===== src/rtl/csq_pkg.sv =====
package csq_pkg;
  typedef enum logic [2:0] {
    CS_IDLE   = 3'd0,
    CS_WAIT   = 3'd1,
    CS_REPLAY = 3'd2,
    CS_CLEAR  = 3'd3,
    CS_DONE   = 3'd4
  } csq_state_e;
endpackage


===== src/rtl/csq_ram.sv =====
module csq_ram #(
  parameter int WIDTH = 64,
  parameter int DEPTH = 16,
  localparam int AW = (DEPTH > 1) ? $clog2(DEPTH) : 1
) (
  input  logic             clk,
  input  logic             we,
  input  logic [AW-1:0]    waddr,
  input  logic [WIDTH-1:0] wdata,
  input  logic             re,
  input  logic [AW-1:0]    raddr,
  output logic [WIDTH-1:0] rdata
);
  logic [WIDTH-1:0] mem [DEPTH];

  always_ff @(posedge clk) begin
    if (we) mem[waddr] <= wdata;
  end

  always_ff @(posedge clk) begin
    if (re) rdata <= mem[raddr];
  end
endmodule


===== src/rtl/csq_fifo_ctrl.sv =====
module csq_fifo_ctrl #(
  parameter int DEPTH = 16,
  localparam int AW = (DEPTH > 1) ? $clog2(DEPTH) : 1,
  localparam int CW = $clog2(DEPTH + 1)
) (
  input  logic          clk,
  input  logic          rst,
  input  logic          flush,
  input  logic          wr_en,
  input  logic          rd_en,
  output logic [AW-1:0] waddr,
  output logic [AW-1:0] raddr,
  output logic          full,
  output logic          empty
);
  localparam logic [AW-1:0] LAST = AW'(DEPTH - 1);
  localparam logic [CW-1:0] FULLC = CW'(DEPTH);

  logic [CW-1:0] count;

  always_ff @(posedge clk) begin
    if (rst || flush) begin
      waddr <= '0;
      raddr <= '0;
      count <= '0;
    end else begin
      if (wr_en) waddr <= (waddr == LAST) ? '0 : waddr + 1'b1;
      if (rd_en) raddr <= (raddr == LAST) ? '0 : raddr + 1'b1;
      case ({wr_en, rd_en})
        2'b10:   count <= count + 1'b1;
        2'b01:   count <= count - 1'b1;
        default: count <= count;
      endcase
    end
  end

  assign full  = (count == FULLC);
  assign empty = (count == '0);

  // the writer never pushes into a full queue
  assert_no_overflow_R6: assert property (@(posedge clk) disable iff (rst)
    wr_en |-> !full);
  // the reader never pops an empty queue
  assert_no_underflow_R5: assert property (@(posedge clk) disable iff (rst)
    rd_en |-> !empty);
endmodule


===== src/rtl/csq_drain.sv =====
module csq_drain (
  input  logic clk,
  input  logic rst,
  input  logic flush,
  input  logic replay_on,
  input  logic fifo_empty,
  input  logic bus_ready,
  output logic rd_en,
  output logic out_valid
);
  assign rd_en = replay_on && !flush && !fifo_empty && (!out_valid || bus_ready);

  always_ff @(posedge clk) begin
    if (rst || flush)          out_valid <= 1'b0;
    else if (rd_en)            out_valid <= 1'b1;
    else if (bus_ready)        out_valid <= 1'b0;
  end

  // a new entry is offered only while replay runs
  assert_offer_in_replay_R5: assert property (@(posedge clk) disable iff (rst || flush)
    $rose(out_valid) |-> $past(replay_on));
endmodule


===== src/rtl/csq_seq.sv =====
module csq_seq
  import csq_pkg::*;
(
  input  logic       clk,
  input  logic       rst,
  input  logic       abort,
  input  logic       commit_start,
  input  logic       gnt,
  input  logic       fifo_empty,
  input  logic       out_valid,
  input  logic       bus_ready,
  output csq_state_e state,
  output logic       bus_req,
  output logic       sl_clear,
  output logic       done
);
  csq_state_e state_n;

  always_comb begin
    state_n = state;
    unique case (state)
      CS_IDLE:   if (commit_start) state_n = CS_WAIT;
      CS_WAIT:   if (gnt) state_n = CS_REPLAY;
      CS_REPLAY: if (fifo_empty && (!out_valid || bus_ready)) state_n = CS_CLEAR;
      CS_CLEAR:  state_n = CS_DONE;
      CS_DONE:   state_n = CS_IDLE;
      default:   state_n = CS_IDLE;
    endcase
    if (abort) state_n = CS_IDLE;
  end

  always_ff @(posedge clk) begin
    if (rst) begin
      state    <= CS_IDLE;
      bus_req  <= 1'b0;
      sl_clear <= 1'b0;
      done     <= 1'b0;
    end else begin
      state    <= state_n;
      bus_req  <= (state_n == CS_WAIT) || (state_n == CS_REPLAY) || (state_n == CS_CLEAR);
      sl_clear <= (state_n == CS_CLEAR);
      done     <= (state_n == CS_DONE);
    end
  end

  // the clear strobe lasts one cycle
  assert_clear_pulse_R9: assert property (@(posedge clk) disable iff (rst)
    sl_clear |=> !sl_clear);
  // done follows the clear strobe
  assert_done_after_clear_R9: assert property (@(posedge clk) disable iff (rst)
    done |-> $past(sl_clear));
  // bus request follows a commit start in idle
  assert_req_after_start_R8: assert property (@(posedge clk) disable iff (rst || abort)
    (state == CS_IDLE && commit_start) |=> bus_req);
endmodule


===== src/rtl/commit_store_queue.sv =====
module commit_store_queue
  import csq_pkg::*;
#(
  parameter int ADDR_W = 32,
  parameter int DATA_W = 32,
  parameter int DEPTH  = 16
) (
  input  logic              clk,
  input  logic              rst,
  input  logic              st_valid_i,
  input  logic [ADDR_W-1:0] st_addr_i,
  input  logic [DATA_W-1:0] st_data_i,
  input  logic              st_local_i,
  output logic              st_stall_o,
  input  logic              commit_start_i,
  input  logic              abort_i,
  output logic              bus_req_o,
  input  logic              bus_gnt_i,
  output logic              bus_valid_o,
  output logic [ADDR_W-1:0] bus_addr_o,
  output logic [DATA_W-1:0] bus_data_o,
  input  logic              bus_ready_i,
  output logic              sl_clear_o,
  output logic              commit_done_o
);
  localparam int ENT_W = ADDR_W + DATA_W;
  localparam int AW    = (DEPTH > 1) ? $clog2(DEPTH) : 1;

  csq_state_e    state;
  logic          fifo_full, fifo_empty;
  logic          wr_en, rd_en, out_valid;
  logic [AW-1:0] waddr, raddr;
  logic [ENT_W-1:0] ram_q;

  assign st_stall_o = (state != CS_IDLE) || fifo_full;
  assign wr_en      = st_valid_i && !st_local_i && !st_stall_o && !abort_i;

  csq_fifo_ctrl #(.DEPTH(DEPTH)) u_ctrl (
    .clk(clk), .rst(rst), .flush(abort_i),
    .wr_en(wr_en), .rd_en(rd_en),
    .waddr(waddr), .raddr(raddr),
    .full(fifo_full), .empty(fifo_empty)
  );

  csq_ram #(.WIDTH(ENT_W), .DEPTH(DEPTH)) u_ram (
    .clk(clk), .we(wr_en), .waddr(waddr), .wdata({st_addr_i, st_data_i}),
    .re(rd_en), .raddr(raddr), .rdata(ram_q)
  );

  csq_drain u_drain (
    .clk(clk), .rst(rst), .flush(abort_i),
    .replay_on(state == CS_REPLAY), .fifo_empty(fifo_empty),
    .bus_ready(bus_ready_i), .rd_en(rd_en), .out_valid(out_valid)
  );

  csq_seq u_seq (
    .clk(clk), .rst(rst), .abort(abort_i), .commit_start(commit_start_i),
    .gnt(bus_gnt_i), .fifo_empty(fifo_empty), .out_valid(out_valid),
    .bus_ready(bus_ready_i), .state(state), .bus_req(bus_req_o),
    .sl_clear(sl_clear_o), .done(commit_done_o)
  );

  assign bus_valid_o = out_valid;
  assign bus_addr_o  = ram_q[ENT_W-1:DATA_W];
  assign bus_data_o  = ram_q[DATA_W-1:0];

  // an offered write is held until accepted
  assert_hold_payload_R7: assert property (@(posedge clk) disable iff (rst || abort_i)
    (bus_valid_o && !bus_ready_i) |=> (bus_valid_o && $stable(bus_addr_o) && $stable(bus_data_o)));
  // no bus write without ownership request
  assert_valid_needs_req_R8: assert property (@(posedge clk) disable iff (rst)
    bus_valid_o |-> bus_req_o);
  // no bus activity while idle
  assert_quiet_idle_R3: assert property (@(posedge clk) disable iff (rst)
    (state == CS_IDLE) |-> (!bus_valid_o && !bus_req_o));
  // local stores are never written into the queue
  assert_local_dropped_R4: assert property (@(posedge clk) disable iff (rst)
    (st_valid_i && st_local_i) |-> !wr_en);
  // abort empties everything in one cycle
  assert_abort_flush_R11: assert property (@(posedge clk) disable iff (rst)
    abort_i |=> (!bus_valid_o && !bus_req_o && !st_stall_o));
endmodule


===== config.mk =====
export PLATFORM = sky130hd
export DESIGN_NAME = commit_store_queue
export DESIGN_NICKNAME = d
export VERILOG_FILES = /design/src/rtl/csq_pkg.sv /design/src/rtl/csq_ram.sv /design/src/rtl/csq_fifo_ctrl.sv /design/src/rtl/csq_drain.sv /design/src/rtl/csq_seq.sv /design/src/rtl/commit_store_queue.sv
export SDC_FILE = /design/constraint.sdc
export NUM_CORES = 1
export LEC_CHECK = 0
export BUFFER_PORTS_ARGS = -buffer_cell sky130_fd_sc_hd__buf_2
export CAP_MARGIN = 5
export CORE_MARGIN = 2
export CORE_UTILIZATION = 55
export DETAILED_ROUTE_END_ITERATION = 8
export MAX_ROUTING_LAYER = met4
export PLACE_DENSITY = 0.72
export SLEW_MARGIN = 20
export SYNTH_ARGS = -nofsm -noshare
export SYNTH_HDL_FRONTEND = slang
export SYNTH_HIERARCHICAL = 1
export SYNTH_SLANG_ARGS = --single-unit
export TNS_END_PERCENT = 5

===== constraint.sdc =====
create_clock -name clk -period 26 [get_ports clk]
set_input_delay 5.2 -clock clk [delete_from_list [all_inputs] [get_ports clk]]
set_output_delay 5.2 -clock clk [all_outputs]
set_load 0.05 [all_outputs]

* Yosys cells after proc, flatten, opt, wreduce, memory -nomap -nowiden
Memory sizes are Yosys's and may differ from the RTL's. A register that Yosys moved wholly into a read port is not among the register bits.
Index checks and enable logic that the tools add are counted.
** Cells by class
- Equal/unequal tests :: 12
- Reductions and logical operators :: 22
- Mux-type cells :: 12
- $add $sub $neg :: 4
** Operators by type and width (number)
- equality test 3 x 2 -> 1 bit (second input constant) :: 4
- two-way mux 3 bit :: 4
- one-hot mux 3 bit (4 select lines) :: 1
- one-hot mux 5 bit (2 select lines) :: 1
- adder 4 x 1 -> 4 bit (second input constant) :: 2
- equality test 4 bit (second input constant) :: 2
- two-way mux 4 bit :: 2
- logical AND 1 bit :: 7
- equality test 3 x 1 -> 1 bit (second input constant) :: 2
- adder 5 x 1 -> 5 bit (second input constant) :: 1
- equality test 5 bit (second input constant) :: 1
- logical NOT 1 bit :: 5
- logical NOT 5 bit :: 1
- logical OR 1 bit :: 5
- subtractor 5 x 1 -> 5 bit (second input constant) :: 1
- two-way mux 1 bit :: 4
- nonzero test 2 bit :: 2
- equality test 3 bit (second input constant) :: 1
- logical NOT 3 bit :: 1
- nonzero test 3 bit :: 1
- equality test 2 x 1 -> 1 bit (second input constant) :: 1
- equality test 2 bit (second input constant) :: 1
** Storage, ports and cells
- Bits in writable memories :: 1024
- Bits of input ports :: 72
- Output and inout bits :: 69
- Logic and storage cells :: 59
- Memories :: 1
- Flip-flop bits (word level) :: 20
** Memory list
- u_ram.mem :: words 16, width 64, read ports 1, clocked after memory_dff 1, wr ports 1, RTL line csq_ram.sv:14 : logic [WIDTH-1:0] mem [DEPTH];

* Logic depth before layout (Yosys ltp)
- Word-level depth :: 9
- Mapped depth :: 14
- Depth with buffers taken out :: 12

* Cells and area by module
Netlist, hierarchy kept.
** Modules (own cells, without submodules)
- csq_ram :: cells each 1647, area an instance 40222.3 um^2, seq. area each 32671.3 um^2, instances 1
- csq_fifo_ctrl :: cells each 91, area an instance 770.7 um^2, seq. area each 260.2 um^2, instances 1
- csq_seq :: cells each 24, area an instance 235.2 um^2, seq. area each 120.1 um^2, instances 1
- csq_drain :: cells each 5, area an instance 52.6 um^2, seq. area each 20.0 um^2, instances 1
- commit_store_queue :: cells each 3, area an instance 33.8 um^2, seq. area each 0.0 um^2, instances 1

* Worst setup path after synthesis
Ideal clock, no wire load.
- Path kind :: input -> register
- Start :: in bus_ready_i
- End :: reg u_ctrl.count[4]
- Setup time :: 0.072 ns
- Data required time :: 25.928 ns
- Arrival time :: 12.328 ns
- Cell stages on the path :: 10
- Path slack :: 13.601 ns
- Buffers on the path :: 1
- Path through :: nand2b_1 > nor3b_1 > ha_1 > buf_4 > xor2_1 > ha_1 > nor2b_1 > o21ai_0 > a221oi_1 > mux2i_1
** Between the ends
- Word-level cells in the longest chain between the ends :: 4
- Elaborated cells between the ends (all ways) :: 6
- Classes of those cells :: 2 x eq/ne; 1 x mux; 3 x reduce/logical
** RTL lines
- start, declared :: RTL line commit_store_queue.sv:22 : input logic bus_ready_i,
- logical OR 1 bit (*) :: RTL line csq_drain.sv:11 : assign rd_en = replay_on && !flush && !fifo_empty && (!out_valid || bus_ready);
- logical AND 1 bit (*) :: RTL line csq_drain.sv:11
- via rd_en :: RTL line commit_store_queue.sv:31 : logic wr_en, rd_en, out_valid;
- equality test 2 x 1 -> 1 bit / equality test 2 bit (equally long branches) :: RTL line csq_fifo_ctrl.sv:29 : case ({wr_en, rd_en})
- one-hot mux 5 bit (2 select lines) / nonzero test 2 bit (equally long branches)
- end signal, assigned :: RTL line csq_fifo_ctrl.sv:30 : 2'b10: count <= count + 1'b1;
- end signal, assigned :: RTL line csq_fifo_ctrl.sv:31 : 2'b01: count <= count - 1'b1;
- end signal, assigned :: RTL line csq_fifo_ctrl.sv:32 : default: count <= count;
- end, declared :: RTL line csq_fifo_ctrl.sv:19 : logic [CW-1:0] count;
The timed path passes the listed nets; every way through them passes the cells marked *.
A chain may end at the register's enable or synchronous reset.

* Worst setup path in the final report
- Start :: in abort_i
- End :: mem u_ram.mem[14][29] (enable)
** Between the ends
- Word-level cells in the longest chain between the ends :: 4
** RTL lines
- start, declared :: RTL line commit_store_queue.sv:16 : input logic abort_i,
- logical NOT 1 bit :: RTL line commit_store_queue.sv:36 : assign wr_en = st_valid_i && !st_local_i && !st_stall_o && !abort_i;
- logical AND 1 bit :: RTL line commit_store_queue.sv:36
- via wr_en :: RTL line commit_store_queue.sv:31
- two-way mux 1 bit :: RTL line csq_ram.sv:17 : if (we) mem[waddr] <= wdata;
- two-way mux 1 bit (not written as such) :: RTL line csq_ram.sv:17
- end, declared :: RTL line csq_ram.sv:14
The timed path passes the listed nets, and every way through them passes these cells.

==> impl_metrics.tcl <==
set metrics [dict create \
    outcome "finished clean" \
    worstReg2RegStart "u_ctrl/raddr[0]" \
    timing.critical_path.cells "buf_2 > nor4b_2 > nand3_1 > nor2_4 > buf_4" \
    first_global_vias 20090 \
    dp_hpwl_mm 43.73 \
    synth.avg_cell_area_um2 23.34 \
    total_neg_setup_slack_ps 0 \
    count_of_instances_resized_after_the_clock_tree_is_built 0 \
    yosys-top-cells-count "sky130_fd_sc_hd__edfxtp_1, sky130_fd_sc_hd__mux4_2, sky130_fd_sc_hd__a22oi_1" \
    count_of_clock_tree_sinks 1108 \
    worstPathBufferInverterCount 2 \
    cp_launch_point "abort_i" \
    boundaryPins 141 \
    synth_fp_nets 1848 \
    min-delay-start "u_ctrl/count[4]" \
    crit_path_end_kind "flop" \
    synth_seq_area_share_pct 80.05 \
    place_inst 2824 \
    detail_route.iter0.violations 1780 \
    grt_first_pass_wirelength_mm 128.4 \
    drcViolationCount 0 \
    leading_cell_types_by_total_area_after_synthesis "sky130_fd_sc_hd__edfxtp_1, sky130_fd_sc_hd__mux4_2, sky130_fd_sc_hd__a22oi_1, sky130_fd_sc_hd__dfxtp_1, sky130_fd_sc_hd__nand2_1" \
    synth.cell_area_um2 41310 \
    cts_inserted_buffers 109 \
    worstSetupPathType "input pin to flop" \
    total_power_divided_by_cell_area_nw_per_um2 75.71 \
    arrival_ps 8540 \
    netlist-cell-type-count 41 \
    drt_pre_antenna_iters 5 \
    achievable-frequency_ghz 0.1212 \
    ys_seq_elements 1108 \
    clock_path_buffers 3 \
    setup_ws_ps 17750 \
    fin_crit_sh_pct 31.74 \
    via_count_normalized_by_instance_count 6.264 \
    maxSlewViolCount 0 \
    worst_ep_required_time_ps 26290 \
    crit_family "simple AND/OR/NAND/NOR gates" \
    postCtsSetupBuffers 0 \
    dr_total_vias 18990 \
    die_h_um 278.1 \
    gp_routability_congestion 0.7499 \
    cts-htree-levels 3 \
    worstSetupStartpointType "input pin" \
    synth_cells 1770 \
    clk_latency_ps 680 \
    final.fill_count 4828 \
    timing.critical_path.slowest_stage_cell "sky130_fd_sc_hd__nor2_4" \
    detailedPlace.worstSlack_ps 17030 \
    grt-ovfl-total 0 \
    grt_start_max_net_pins 72 \
    worst_pin_slew_ps 1119 \
    grt_setup_unrepaired "false" \
    io_buffers 140 \
    timing.critical_path.fanout_max 36 \
    die_width_um 278.1 \
    synth_edf_count 1088 \
    synthDominantCellAreaShare_pct 79.08 \
    growth_of_design_area_from_synthesis_to_finish_pct 13.22 \
    synth_top_area_cell "sky130_fd_sc_hd__edfxtp_1" \
    maximum_capacitance_violations 0 \
    clock_tree_from_tritoncts "done" \
    coreArea_um2 74450 \
    timing.final.setup_violations 0 \
    postCtsHoldBufs 0 \
    rows 100 \
    clock_skew_ps 31.33 \
    cts.clk_slew.worst_paths_ps 60 \
    asyncSetResetFlopFracSynth_pct 0 \
    cpPeakStageDelay_ps 980 \
    post-synth-top-count-cell "sky130_fd_sc_hd__edfxtp_1" \
    number_of_antenna_violations_at_the_first_check_in_global_routing 6 \
    hold_path_class "flop to flop" \
    final_cells 3031 \
    finalHoldViolations 0 \
    p_leak_nw 14.44 \
    drive_gt1_share_pct 29.88 \
    route.final.wire_length_mm 84.90 \
    min_period_ps 8251 \
    final_net_count 2048 \
    start_util_pct 55.50 \
    dr_wl_cell_um 28.01 \
    timing.max_slew.rel_slack_pct 25.37 \
    fin_worst_hold_slack_ps 482.5 \
    die-area_um2 77330 \
    power.ir.vdd_worst_uv 51.47 \
    final_design_area_no_fill_um2 46780 \
    cts_root_buffer "sky130_fd_sc_hd__clkbuf_16" \
    grt.total_usage_pct 23.15 \
    total_of_warnings_raised_by_yosys 6 \
    detail-route-antenna-nets 0 \
    synthFlopType "sky130_fd_sc_hd__edfxtp_1" \
    post_dp_cell_area_um2 43140 \
]
per-layer routing:
metal	GRT usage, %	vias up	share of wire (%)	routed length [um]
li1	-	7955	-	-
met1	31.00	10180	40	33820
met2	37.40	753	51	43440
met3	3.971	103	7.2	6136
met4	6.306	0	1.8	1497
met5	-	-	0	0
power breakdown:
| part | internal, W | switching, W |
|---|---|---|
| combinational | 0.00000989 | 0.0000317 |
| sequential | 0.00196 | 0.00000126 |
| clock | 0.000888 | 0.000648 |
registers in the layout (all words and copies together), names as in the netlist:
| register | count |
|---|---|
| u_ctrl/waddr | 4 |
| u_seq/state | 3 |
| u_seq/bus_req | 1 |
| u_seq/sl_clear | 1 |
| u_ram/mem | 1024 |
| u_seq/done | 1 |
| u_drain/out_valid | 1 |
| u_ram/rdata | 64 |
| u_ctrl/raddr | 4 |
| u_ctrl/count | 5 |
tightest hold or removal path, stage by stage, from the launching register on:
cell                      delay [ps]
sky130_fd_sc_hd__dfxtp_1         320
sky130_fd_sc_hd__nand2_1          60
sky130_fd_sc_hd__mux2i_1          50
layout by cell type, fill, tap and decap left out, drive strengths merged, types with 5 or more instances in the layout:
cell type and n:
edfxtp 1088, mux4 256, buf 178, clkbuf 134, a22oi 129, nand2 73
clkinv 49, nor2 30, dfxtp 20, a21oi 11, bufinv 10, nand2b 8
ha 6, nor2b 6, xor2 5, or3 5, nor3 5, inv 5
metrics by stage:
stage          total power [W]  util [%]
5_1_grt               0.003643     62.83
4_1_cts               0.003571     62.68
3_3_place_gp          0.002040     57.94
3_5_place_dp          0.002044     57.94
6_report              0.003541     62.83
2_1_floorplan         0.002013         -
kinds of logic after synthesis:
family / count (synthesis) / synth area share [%]
compound gates: 152 / 2.714
simple gates: 147 / 1.678
flops: 1108 / 80.05
buf+inv: 92 / 1.220
mux: 260 / 14.05
fa+ha+maj: 6 / 0.1817
xor+xnor: 5 / 0.1060
cell type report:
cell class / instances / area (um^2) / area share [%]
Clock buffer: 134 / 2885 / 6.168
Sequential cell: 1108 / 33080 / 70.72
Clock inverter: 65 / 636.9 / 1.362
Antenna cell: 4 / 10.01 / 0.02140
Inverter: 3 / 11.26 / 0.02407
Timing Repair Buffer: 178 / 1062 / 2.271
Multi-Input combinational cell: 570 / 7879 / 16.84
Tap cell: 969 / 1212 / 2.592
worst paths after layout:
check / cells past startpoint / slack [ps] / end
max: 5 / 17750 / u_ram/mem[14][29]
min: 2 / 480 / u_ctrl/count[4]
max reg2reg: 6 / 21150 / u_ram/rdata[28]
min reg2reg: 2 / 480 / u_ctrl/count[4]
No activity file was read; power rests on OpenSTA's default activity.
